### config.mk
export PLATFORM = sky130hd
export DESIGN_NAME = intr_delay_timers
export DESIGN_NICKNAME = d
export VERILOG_FILES = /design/src/rtl/intr_delay_pkg.sv /design/src/rtl/coal_arm_logic.sv /design/src/rtl/coal_timer_pair.sv /design/src/rtl/intr_delay_timers.sv
export SDC_FILE = /design/constraint.sdc
export NUM_CORES = 1
export LEC_CHECK = 0
export BUFFER_PORTS_ARGS = -buffer_cell sky130_fd_sc_hd__buf_4
export CORE_MARGIN = 1.5
export CORE_UTILIZATION = 48
export CTS_CLUSTER_SIZE = 24
export DETAILED_ROUTE_END_ITERATION = 7
export PLACE_DENSITY_LB_ADDON = 0.08
export SLEW_MARGIN = 40
export SYNTH_ARGS = -nofsm -noshare
export SYNTH_HDL_FRONTEND = slang
export SYNTH_HIERARCHICAL = 1
export SYNTH_SLANG_ARGS = --single-unit
### constraint.sdc
create_clock -name clk -period 4.6 [get_ports clk]
set_clock_uncertainty 0.2 [all_clocks]
set_input_delay 0.69 -clock clk [delete_from_list [all_inputs] [get_ports clk]]
set_output_delay 0.69 -clock clk [all_outputs]
set_load 0.05 [all_outputs]
### src/rtl/intr_delay_pkg.sv
package intr_delay_pkg;

    localparam int DEF_DLY_W = 16;
    localparam int DEF_LEN_W = 14;

    typedef enum logic {
        DIR_RX = 1'b0,
        DIR_TX = 1'b1
    } dir_e;

endpackage

### src/rtl/coal_arm_logic.sv
module coal_arm_logic #(
    parameter int  DLY_W  = 16,
    parameter bit  IS_TX  = 1'b0
) (
    input  logic             done_i,
    input  logic             ide_i,
    input  logic             flush_i,
    input  logic [DLY_W-1:0] pkt_val_i,
    input  logic [DLY_W-1:0] abs_val_i,
    output logic             arm_pkt_o,
    output logic             arm_abs_o,
    output logic             post_now_o
);

    logic pkt_nz;
    logic abs_nz;
    logic eff_done;
    logic abs_gate;
    logic bypass;

    always_comb begin
        pkt_nz   = (pkt_val_i != '0);
        abs_nz   = (abs_val_i != '0);
        eff_done = done_i & ide_i;
        // transmit absolute timer also needs a packet delay; receive does not
        abs_gate = IS_TX ? pkt_nz : 1'b1;
        // receive bypass needs both values zero; transmit only the packet delay
        bypass   = IS_TX ? ~pkt_nz : (~pkt_nz & ~abs_nz);

        arm_pkt_o  = eff_done & pkt_nz;
        arm_abs_o  = eff_done & abs_nz & abs_gate;
        post_now_o = flush_i | (done_i & ~ide_i) | (eff_done & bypass);
    end

endmodule

### src/rtl/coal_timer_pair.sv
module coal_timer_pair #(
    parameter int DLY_W = 16
) (
    input  logic             clk,
    input  logic             rst,
    input  logic             tick_i,
    input  logic             arm_pkt_i,
    input  logic             arm_abs_i,
    input  logic             post_now_i,
    input  logic [DLY_W-1:0] pkt_val_i,
    input  logic [DLY_W-1:0] abs_val_i,
    output logic             cause_o
);

    localparam logic [DLY_W-1:0] ONE = DLY_W'(1);

    typedef struct packed {
        logic [DLY_W-1:0] pcnt;
        logic             prun;
        logic [DLY_W-1:0] acnt;
        logic             arun;
        logic             cause;
    } pair_st_t;

    pair_st_t st_d, st_q;
    logic     pkt_exp;
    logic     abs_exp;

    always_comb begin
        st_d    = st_q;
        pkt_exp = st_q.prun & tick_i & (st_q.pcnt == ONE);
        abs_exp = st_q.arun & tick_i & (st_q.acnt == ONE);

        if (st_q.prun && tick_i) st_d.pcnt = st_q.pcnt - ONE;
        if (st_q.arun && tick_i) st_d.acnt = st_q.acnt - ONE;

        // packet timer restarts on every arm
        if (arm_pkt_i) begin
            st_d.pcnt = pkt_val_i;
            st_d.prun = 1'b1;
        end
        // absolute timer starts only from idle
        if (arm_abs_i && !st_q.arun) begin
            st_d.acnt = abs_val_i;
            st_d.arun = 1'b1;
        end
        // any expiry ends the whole burst
        if (pkt_exp || abs_exp) begin
            st_d.prun = 1'b0;
            st_d.arun = 1'b0;
        end
        st_d.cause = pkt_exp | abs_exp | post_now_i;
    end

    always_ff @(posedge clk) begin
        if (rst) st_q <= '0;
        else     st_q <= st_d;
    end

    assign cause_o = st_q.cause;

    // a running timer never holds zero, otherwise it would never expire
    assert_pkt_cnt_live_R2: assert property (@(posedge clk) disable iff (rst)
        st_q.prun |-> (st_q.pcnt != '0));

    assert_abs_cnt_live_R3: assert property (@(posedge clk) disable iff (rst)
        st_q.arun |-> (st_q.acnt != '0));

    // a running absolute timer only holds or counts down, never reloads
    assert_abs_no_restart_R3: assert property (@(posedge clk) disable iff (rst)
        st_q.arun |=> (!st_q.arun || st_q.acnt == $past(st_q.acnt)
                       || st_q.acnt == $past(st_q.acnt) - ONE));

    // expiry of the packet timer also ends the absolute timer
    assert_stop_both_R10: assert property (@(posedge clk) disable iff (rst)
        (st_q.prun && tick_i && st_q.pcnt == ONE) |=> (!st_q.arun && cause_o));

    // without a tick, a running timer holds its count
    assert_hold_no_tick_R11: assert property (@(posedge clk) disable iff (rst)
        (st_q.prun && !tick_i && !arm_pkt_i) |=> $stable(st_q.pcnt));

endmodule

### src/rtl/intr_delay_timers.sv
module intr_delay_timers
    import intr_delay_pkg::*;
#(
    parameter int DLY_W = DEF_DLY_W,
    parameter int LEN_W = DEF_LEN_W
) (
    input  logic             clk,
    input  logic             rst,
    input  logic             tick_i,
    input  logic             rx_done_i,
    input  logic [LEN_W-1:0] rx_len_i,
    input  logic [LEN_W-1:0] rx_small_thr_i,
    input  logic [DLY_W-1:0] rx_pkt_delay_i,
    input  logic [DLY_W-1:0] rx_abs_delay_i,
    input  logic             rx_flush_i,
    input  logic             tx_done_i,
    input  logic             tx_ide_i,
    input  logic [DLY_W-1:0] tx_pkt_delay_i,
    input  logic [DLY_W-1:0] tx_abs_delay_i,
    output logic             rx_timer_cause_o,
    output logic             rx_small_cause_o,
    output logic             tx_timer_cause_o
);

    localparam int NDIR = 2;

    logic             done_v  [NDIR];
    logic             ide_v   [NDIR];
    logic             flush_v [NDIR];
    logic [DLY_W-1:0] pkt_v   [NDIR];
    logic [DLY_W-1:0] abs_v   [NDIR];
    logic             cause_v [NDIR];

    always_comb begin
        done_v[DIR_RX]  = rx_done_i;
        ide_v[DIR_RX]   = 1'b1;
        flush_v[DIR_RX] = rx_flush_i;
        pkt_v[DIR_RX]   = rx_pkt_delay_i;
        abs_v[DIR_RX]   = rx_abs_delay_i;
        done_v[DIR_TX]  = tx_done_i;
        ide_v[DIR_TX]   = tx_ide_i;
        flush_v[DIR_TX] = 1'b0;
        pkt_v[DIR_TX]   = tx_pkt_delay_i;
        abs_v[DIR_TX]   = tx_abs_delay_i;
    end

    for (genvar d = 0; d < NDIR; d++) begin : g_dir
        logic arm_pkt;
        logic arm_abs;
        logic post_now;

        coal_arm_logic #(
            .DLY_W (DLY_W),
            .IS_TX (d == int'(DIR_TX))
        ) u_arm (
            .done_i     (done_v[d]),
            .ide_i      (ide_v[d]),
            .flush_i    (flush_v[d]),
            .pkt_val_i  (pkt_v[d]),
            .abs_val_i  (abs_v[d]),
            .arm_pkt_o  (arm_pkt),
            .arm_abs_o  (arm_abs),
            .post_now_o (post_now)
        );

        coal_timer_pair #(
            .DLY_W (DLY_W)
        ) u_pair (
            .clk        (clk),
            .rst        (rst),
            .tick_i     (tick_i),
            .arm_pkt_i  (arm_pkt),
            .arm_abs_i  (arm_abs),
            .post_now_i (post_now),
            .pkt_val_i  (pkt_v[d]),
            .abs_val_i  (abs_v[d]),
            .cause_o    (cause_v[d])
        );
    end

    logic small_d, small_q;

    always_comb begin
        small_d = rx_done_i & (rx_len_i <= rx_small_thr_i);
    end

    always_ff @(posedge clk) begin
        if (rst) small_q <= 1'b0;
        else     small_q <= small_d;
    end

    assign rx_timer_cause_o = cause_v[DIR_RX];
    assign tx_timer_cause_o = cause_v[DIR_TX];
    assign rx_small_cause_o = small_q;

    assert_rx_bypass_R4: assert property (@(posedge clk) disable iff (rst)
        (rx_done_i && rx_pkt_delay_i == '0 && rx_abs_delay_i == '0)
        |=> rx_timer_cause_o);

    assert_small_needs_done_R5: assert property (@(posedge clk) disable iff (rst)
        rx_small_cause_o |-> $past(rx_done_i));

    assert_tx_no_ide_R8: assert property (@(posedge clk) disable iff (rst)
        (tx_done_i && !tx_ide_i) |=> tx_timer_cause_o);

    assert_flush_R9: assert property (@(posedge clk) disable iff (rst)
        rx_flush_i |=> rx_timer_cause_o);

endmodule

### After elaboration in Yosys (flattened, before gate mapping)

Cells that the tools add are included.

| storage, ports and cells | value |
|---|---|
| bits in registers | 71 |
| logic and storage cells | 77 |

| operators by class | value |
|---|---|
| add/sub/neg operators | 4 |
| magnitude comparators | 1 |
| eq/ne operators | 4 |
| multiplexer cells | 8 |
| bitwise operators | 29 |
| reduce and logical (&&, ||, !) cells | 20 |

Operator list:

| operator | count |
|---|---|
| $mux W17 | 4 |
| $eq A16 B1 Y1 const B | 4 |
| $mux W16 | 4 |
| $reduce_bool A16 Y1 | 4 |
| $sub A16 B1 Y16 const B | 4 |
| $and A1 B1 Y1 | 19 |
| $le A14 B14 Y1 | 1 |
| $reduce_bool A2 Y1 | 4 |
| $logic_and A1 B1 Y1 | 6 |
| $or A1 B1 Y1 | 6 |
| $not A1 Y1 | 4 |
| $reduce_or A2 Y1 | 2 |
| $logic_not A1 Y1 | 2 |
| $logic_or A1 B1 Y1 | 2 |

### Depth between registers and ports, before layout

| logic depth | value |
|---|---|
| depth after elaboration | 6 |
| depth in mapped cells | 7 |
| depth with buffers taken out | 7 |

### Cells and area by module

Netlist, hierarchy kept.

Modules (own cells, without submodules):

| module | times used | cells an instance | area each (µm²) |
|---|---|---|---|
| coal_timer_pair (g_dir[0].u_pair) | 1 | 228 | 1,890.6 |
| coal_timer_pair (g_dir[1].u_pair) | 1 | 222 | 1,843.0 |
| intr_delay_timers | 1 | 52 | 389.1 |
| coal_arm_logic (g_dir[0].u_arm) | 1 | 16 | 121.4 |
| coal_arm_logic (g_dir[1].u_arm) | 1 | 15 | 97.6 |

### Worst setup path before layout

Ideal clock, no wire load.

| path | value |
|---|---|
| path kind | in2reg |
| start point | in tick_i |
| end point | reg g_dir[0].u_pair/st_q[16] (netlist bit) |
| arrival time | 2.064 ns |
| data required time | 4.326 ns |
| path slack | 2.262 ns |
| cell stages on the path | 6 |
| cells stage by stage | clkbuf_1 nand3_1 or3_1 clkbuf_2 or3_1 a31oi_1 |

| between the ends | value |
|---|---|
| word-level cells in the longest chain between the ends | 2 |

RTL lines:

| element | line | text |
|---|---|---|
| start, declared | intr_delay_timers.sv:9 | `input logic tick_i,` |
| $logic_and A1 B1 Y1 | coal_timer_pair.sv:35 | `if (st_q.arun && tick_i) st_d.acnt = st_q.acnt - ONE;` |
| $reduce_bool A2 Y1 (no line) | -- |  |
| end signal, assigned | coal_timer_pair.sv:57 | `else st_q <= st_d;` |
| end, declared | coal_timer_pair.sv:25 | `pair_st_t st_d, st_q;` |

No other way between the ends.
A chain may end at the register's enable or synchronous reset.

### Worst setup path after layout

| path | value |
|---|---|
| start point | in tx_abs_delay_i[3] |
| end point | reg g_dir[1].u_pair/st_q[6] (netlist bit) |

| between the ends | value |
|---|---|
| word-level cells in the longest chain between the ends | 5 |
| elaborated cells between the ends (all ways) | 6 |

RTL lines:

| element | line | text |
|---|---|---|
| start, declared | intr_delay_timers.sv:19 | `input logic [DLY_W-1:0] tx_abs_delay_i,` |
| $reduce_bool A16 Y1 * | coal_arm_logic.sv:23 | `abs_nz = (abs_val_i != '0);` |
| $and A1 B1 Y1 * (2 in a row) | coal_arm_logic.sv:31 | `arm_abs_o = eff_done & abs_nz & abs_gate;` |
| net g_dir[1].arm_abs | intr_delay_timers.sv:49 | `logic arm_abs;` |
| $logic_and A1 B1 Y1 * | coal_timer_pair.sv:43 | `if (arm_abs_i && !st_q.arun) begin` |
| $mux W17 or $reduce_bool A2 Y1 (tied branches) | -- |  |
| end signal, assigned | coal_timer_pair.sv:57 |  |
| end, declared | coal_timer_pair.sv:25 |  |

The timed path passes the listed nets; every way through them passes the cells marked *.

==> results.sh <==
export IMPL_status="completed"
export IMPL_met2_usage_pct=38.0
export IMPL_drt_iter0_markers=170
export IMPL_setup_viol_count_final=0
export IMPL_wl_per_cell_um=15.1
export IMPL_nFillCells=807
export IMPL_drt_wl_total_um=11200
export IMPL_post_cts_setup_buffers=0
export IMPL_grt_pass1_wl_um=18700
export IMPL_io_pin_count=102
export IMPL_diodes=0
export IMPL_async_flop_share_pct=0
export IMPL_endpoint="g_dir[1].u_pair/st_q[6]"
export IMPL_maxSlewHeadroom_pct=43.5
export IMPL_hold_buffers=0
export IMPL_hold_viol=0
export IMPL_clk_path_buf_depth=2
export IMPL_grt_max_degree=52
export IMPL_synthFlopType="dfxtp_1"
export IMPL_drt_first_pass_iters=4
export IMPL_dpl_cell_area_um2=5170
export IMPL_crit_chain="buf_4 -> nor4_1 -> nand4_1 -> and4_1 -> nand2b_1 -> o311ai_0 -> a21oi_1"
export IMPL_yosysTopAreaCell="dfxtp_1"
export IMPL_layout_setup_ws_ns=2.03
export IMPL_endpoint_kind="flip-flop"
export IMPL_num_vias=4279
export IMPL_h_tree_depth=3
export IMPL_die_area_um2=9620
export IMPL_setup_tns_ns=0
export IMPL_vias_per_cell=5.79
export IMPL_cts_resized=0
export IMPL_floorplan_initialDensity_pct=49.5
export IMPL_finalMaxSlewViolations=0
export IMPL_fp_dieH_um=98.1
export IMPL_cts_clk_slew_worst_paths_ns=0.08
export IMPL_cp_startpoint="tx_abs_delay_i[3]"
export IMPL_crit_path_top_delay_cell="nand2b_1"
export IMPL_r2r_cells=4
export IMPL_mostFrequentLayoutCells="101 x buf_4, 71 x dfxtp_1, 48 x nor2_1"
export IMPL_port_buffers=101
export IMPL_rsz0062_at_grt="false"
export IMPL_fmax_mhz=389
export IMPL_grt_use_total_pct=23.5
export IMPL_cap_viol_max_count=0
export IMPL_worstSetupStartpointType="input port"
export IMPL_grt_overflow_total=0
export IMPL_worst_ep_required_time_ns=4.67
export IMPL_ys_warn_count=6
export IMPL_cts_sinks=71
export IMPL_worstHoldPathType="flip-flop to flip-flop"
export IMPL_synth_area_um2=4340
export IMPL_cpPeakStageDelay_ns=0.56
export IMPL_synthTopCellsByArea="dfxtp_1 33%, ha_1 6.3%, nor2_1 4.1%"
export IMPL_cts_tree="done"
export IMPL_synth_edf_count=0
export IMPL_gp_congestion=0.884
export IMPL_dp_hpwl_um=8200
export IMPL_ys_seq_elements=71
export IMPL_cts_root_buf="clkbuf_8"
export IMPL_die_x_um=98.1
export IMPL_r2r_slack_ns=2.27
export IMPL_r2r_end="g_dir[0].u_pair/st_q[15]"
export IMPL_met1_usage_pct=30.9
export IMPL_synth_top_cell_area_share_pct=32.7
export IMPL_fin_crit_sh_pct=55.9
export IMPL_crit_type="input port to flip-flop"
export IMPL_worst_pin_slew_ns=0.840
export IMPL_yosysUniqueCellTypes=64
export IMPL_multi_input_area_um2=2720
export IMPL_busiest_layer="met2"
export IMPL_num_rows=34
export IMPL_total_leakage_power_uw=0.00214
export IMPL_final_common_cell="buf_4"
export IMPL_holdCritStartpoint="g_dir[0].u_pair/st_q[3]"
export IMPL_coreArea_um2=8760
export IMPL_vdd_drop_max_mv=0.172
export IMPL_syn_inst=533
export IMPL_timing_rr_start="g_dir[0].u_pair/st_q[4]"
export IMPL_first_global_vias=4082
export IMPL_drc=0
export IMPL_drive_gt1_share_pct=20.6
export IMPL_antenna_found_initial=0
export IMPL_pre_cts_ws_ns=1.71
export IMPL_seq_area_um2=1420
export IMPL_syn2layout_area_growth_pct=22.6
export IMPL_p_per_area_nw_per_um2=282
export IMPL_ys_seq_area_share_pct=32.7
export IMPL_crit_fanout=24
export IMPL_grtUsageMet3_pct=5.94
export IMPL_drtAntennaViolNets=0
export IMPL_cts_buffers=9
export IMPL_fin_nets=748
export IMPL_clock_latency_ns=0.34
export IMPL_critPathArrivalTime_ns=2.65
export IMPL_fin_crit_ns=2.57
export IMPL_postSynthAreaPerCell_um2=8.15
export IMPL_fin_area_um2=5320
## where the power goes
group | switching, uW | internal, uW | total, uW
clock network | 231 | 194 | 425
registers | 51.4 | 665 | 717
logic | 187 | 171 | 358
total | 469 | 1030 | 1500
## cells in the mapped netlist (all sizes together), types with 4 or more instances
master   n
a211oi  16
a21oi   32
a311oi  10
a31oi   10
and3     5
buf      5
clkbuf  16
dfxtp   71
ha      22
inv     35
nand2   17
nand2b   6
nand3   13
nand4   14
nand4b   5
nor2    48
nor2b    8
nor3    20
nor4    33
nor4b    4
o21a     7
o21ai   30
o31ai    4
or2      4
or3     17
or4     10
xnor2   19
xor2    16
## metal layers
layer,wire length [um],up-vias
met5,0,-
met3,687,10
met1,5210,1959
met2,5150,135
met4,127,0
li1,-,2175
## worst min-delay path by stage
stage                              endpoint  slack (ns)  depth (start not counted)
floorplan           g_dir[1].u_pair/st_q[9]        0.26                          1
global placement    g_dir[0].u_pair/st_q[3]        0.28                          2
detailed placement  g_dir[0].u_pair/st_q[3]        0.30                          2
CTS                 g_dir[0].u_pair/st_q[3]        0.31                          2
global route        g_dir[0].u_pair/st_q[3]        0.34                          2
finish              g_dir[0].u_pair/st_q[3]        0.31                          2
## layout make-up
type / count / share of cell area [%]
multi-input combinational: 408 / 51.0
clock buffer: 12 / 2.54
clock inverter: 3 / 0.400
inverter: 36 / 2.54
timing repair buffer: 101 / 14.2
sequential: 71 / 26.7
tap: 108 / 2.54
## metrics by stage
step | hold WS, ns | total power [uW] | util (%) | cells
after global routing | 0.335 | 1590 | 60.7 | 739
after CTS | 0.310 | 1510 | 60.7 | 739
after global placement | 0.279 | 1070 | 58.9 | 724
final | 0.309 | 1500 | 60.7 | 739
after detailed placement | 0.300 | 1080 | 59.0 | 724
after floorplan | 0.262 | 948 | - | 536
## worst max-delay path: cells and delay by family
family	cells	cell delay [ns]
simple gates	4	1.39
compound gates	2	0.45
buf+inv	1	0.11
## flip-flops by register name, indices dropped and copies added, names as in the netlist
signal                flops
rx_small_cause_o          1
g_dir.u_pair/cause_o      2
g_dir.u_pair/st_q        68
## kinds of logic (layout without fill, tap and decap cells)
logic type | Yosys count | in the layout | synth area share (%)
and+or+nand+nor | 215 | 215 | 29.0
buffers and inverters | 57 | 152 | 5.01
AOI/OAI and AO/OA | 128 | 128 | 19.0
DFF | 71 | 71 | 32.7
other | 2 | 5 | 0.173
xor gates and xnor gates | 35 | 35 | 7.06
adders and majority gates | 22 | 22 | 6.34
muxes | 3 | 3 | 0.692
Power figures use the tool's default switching activity.
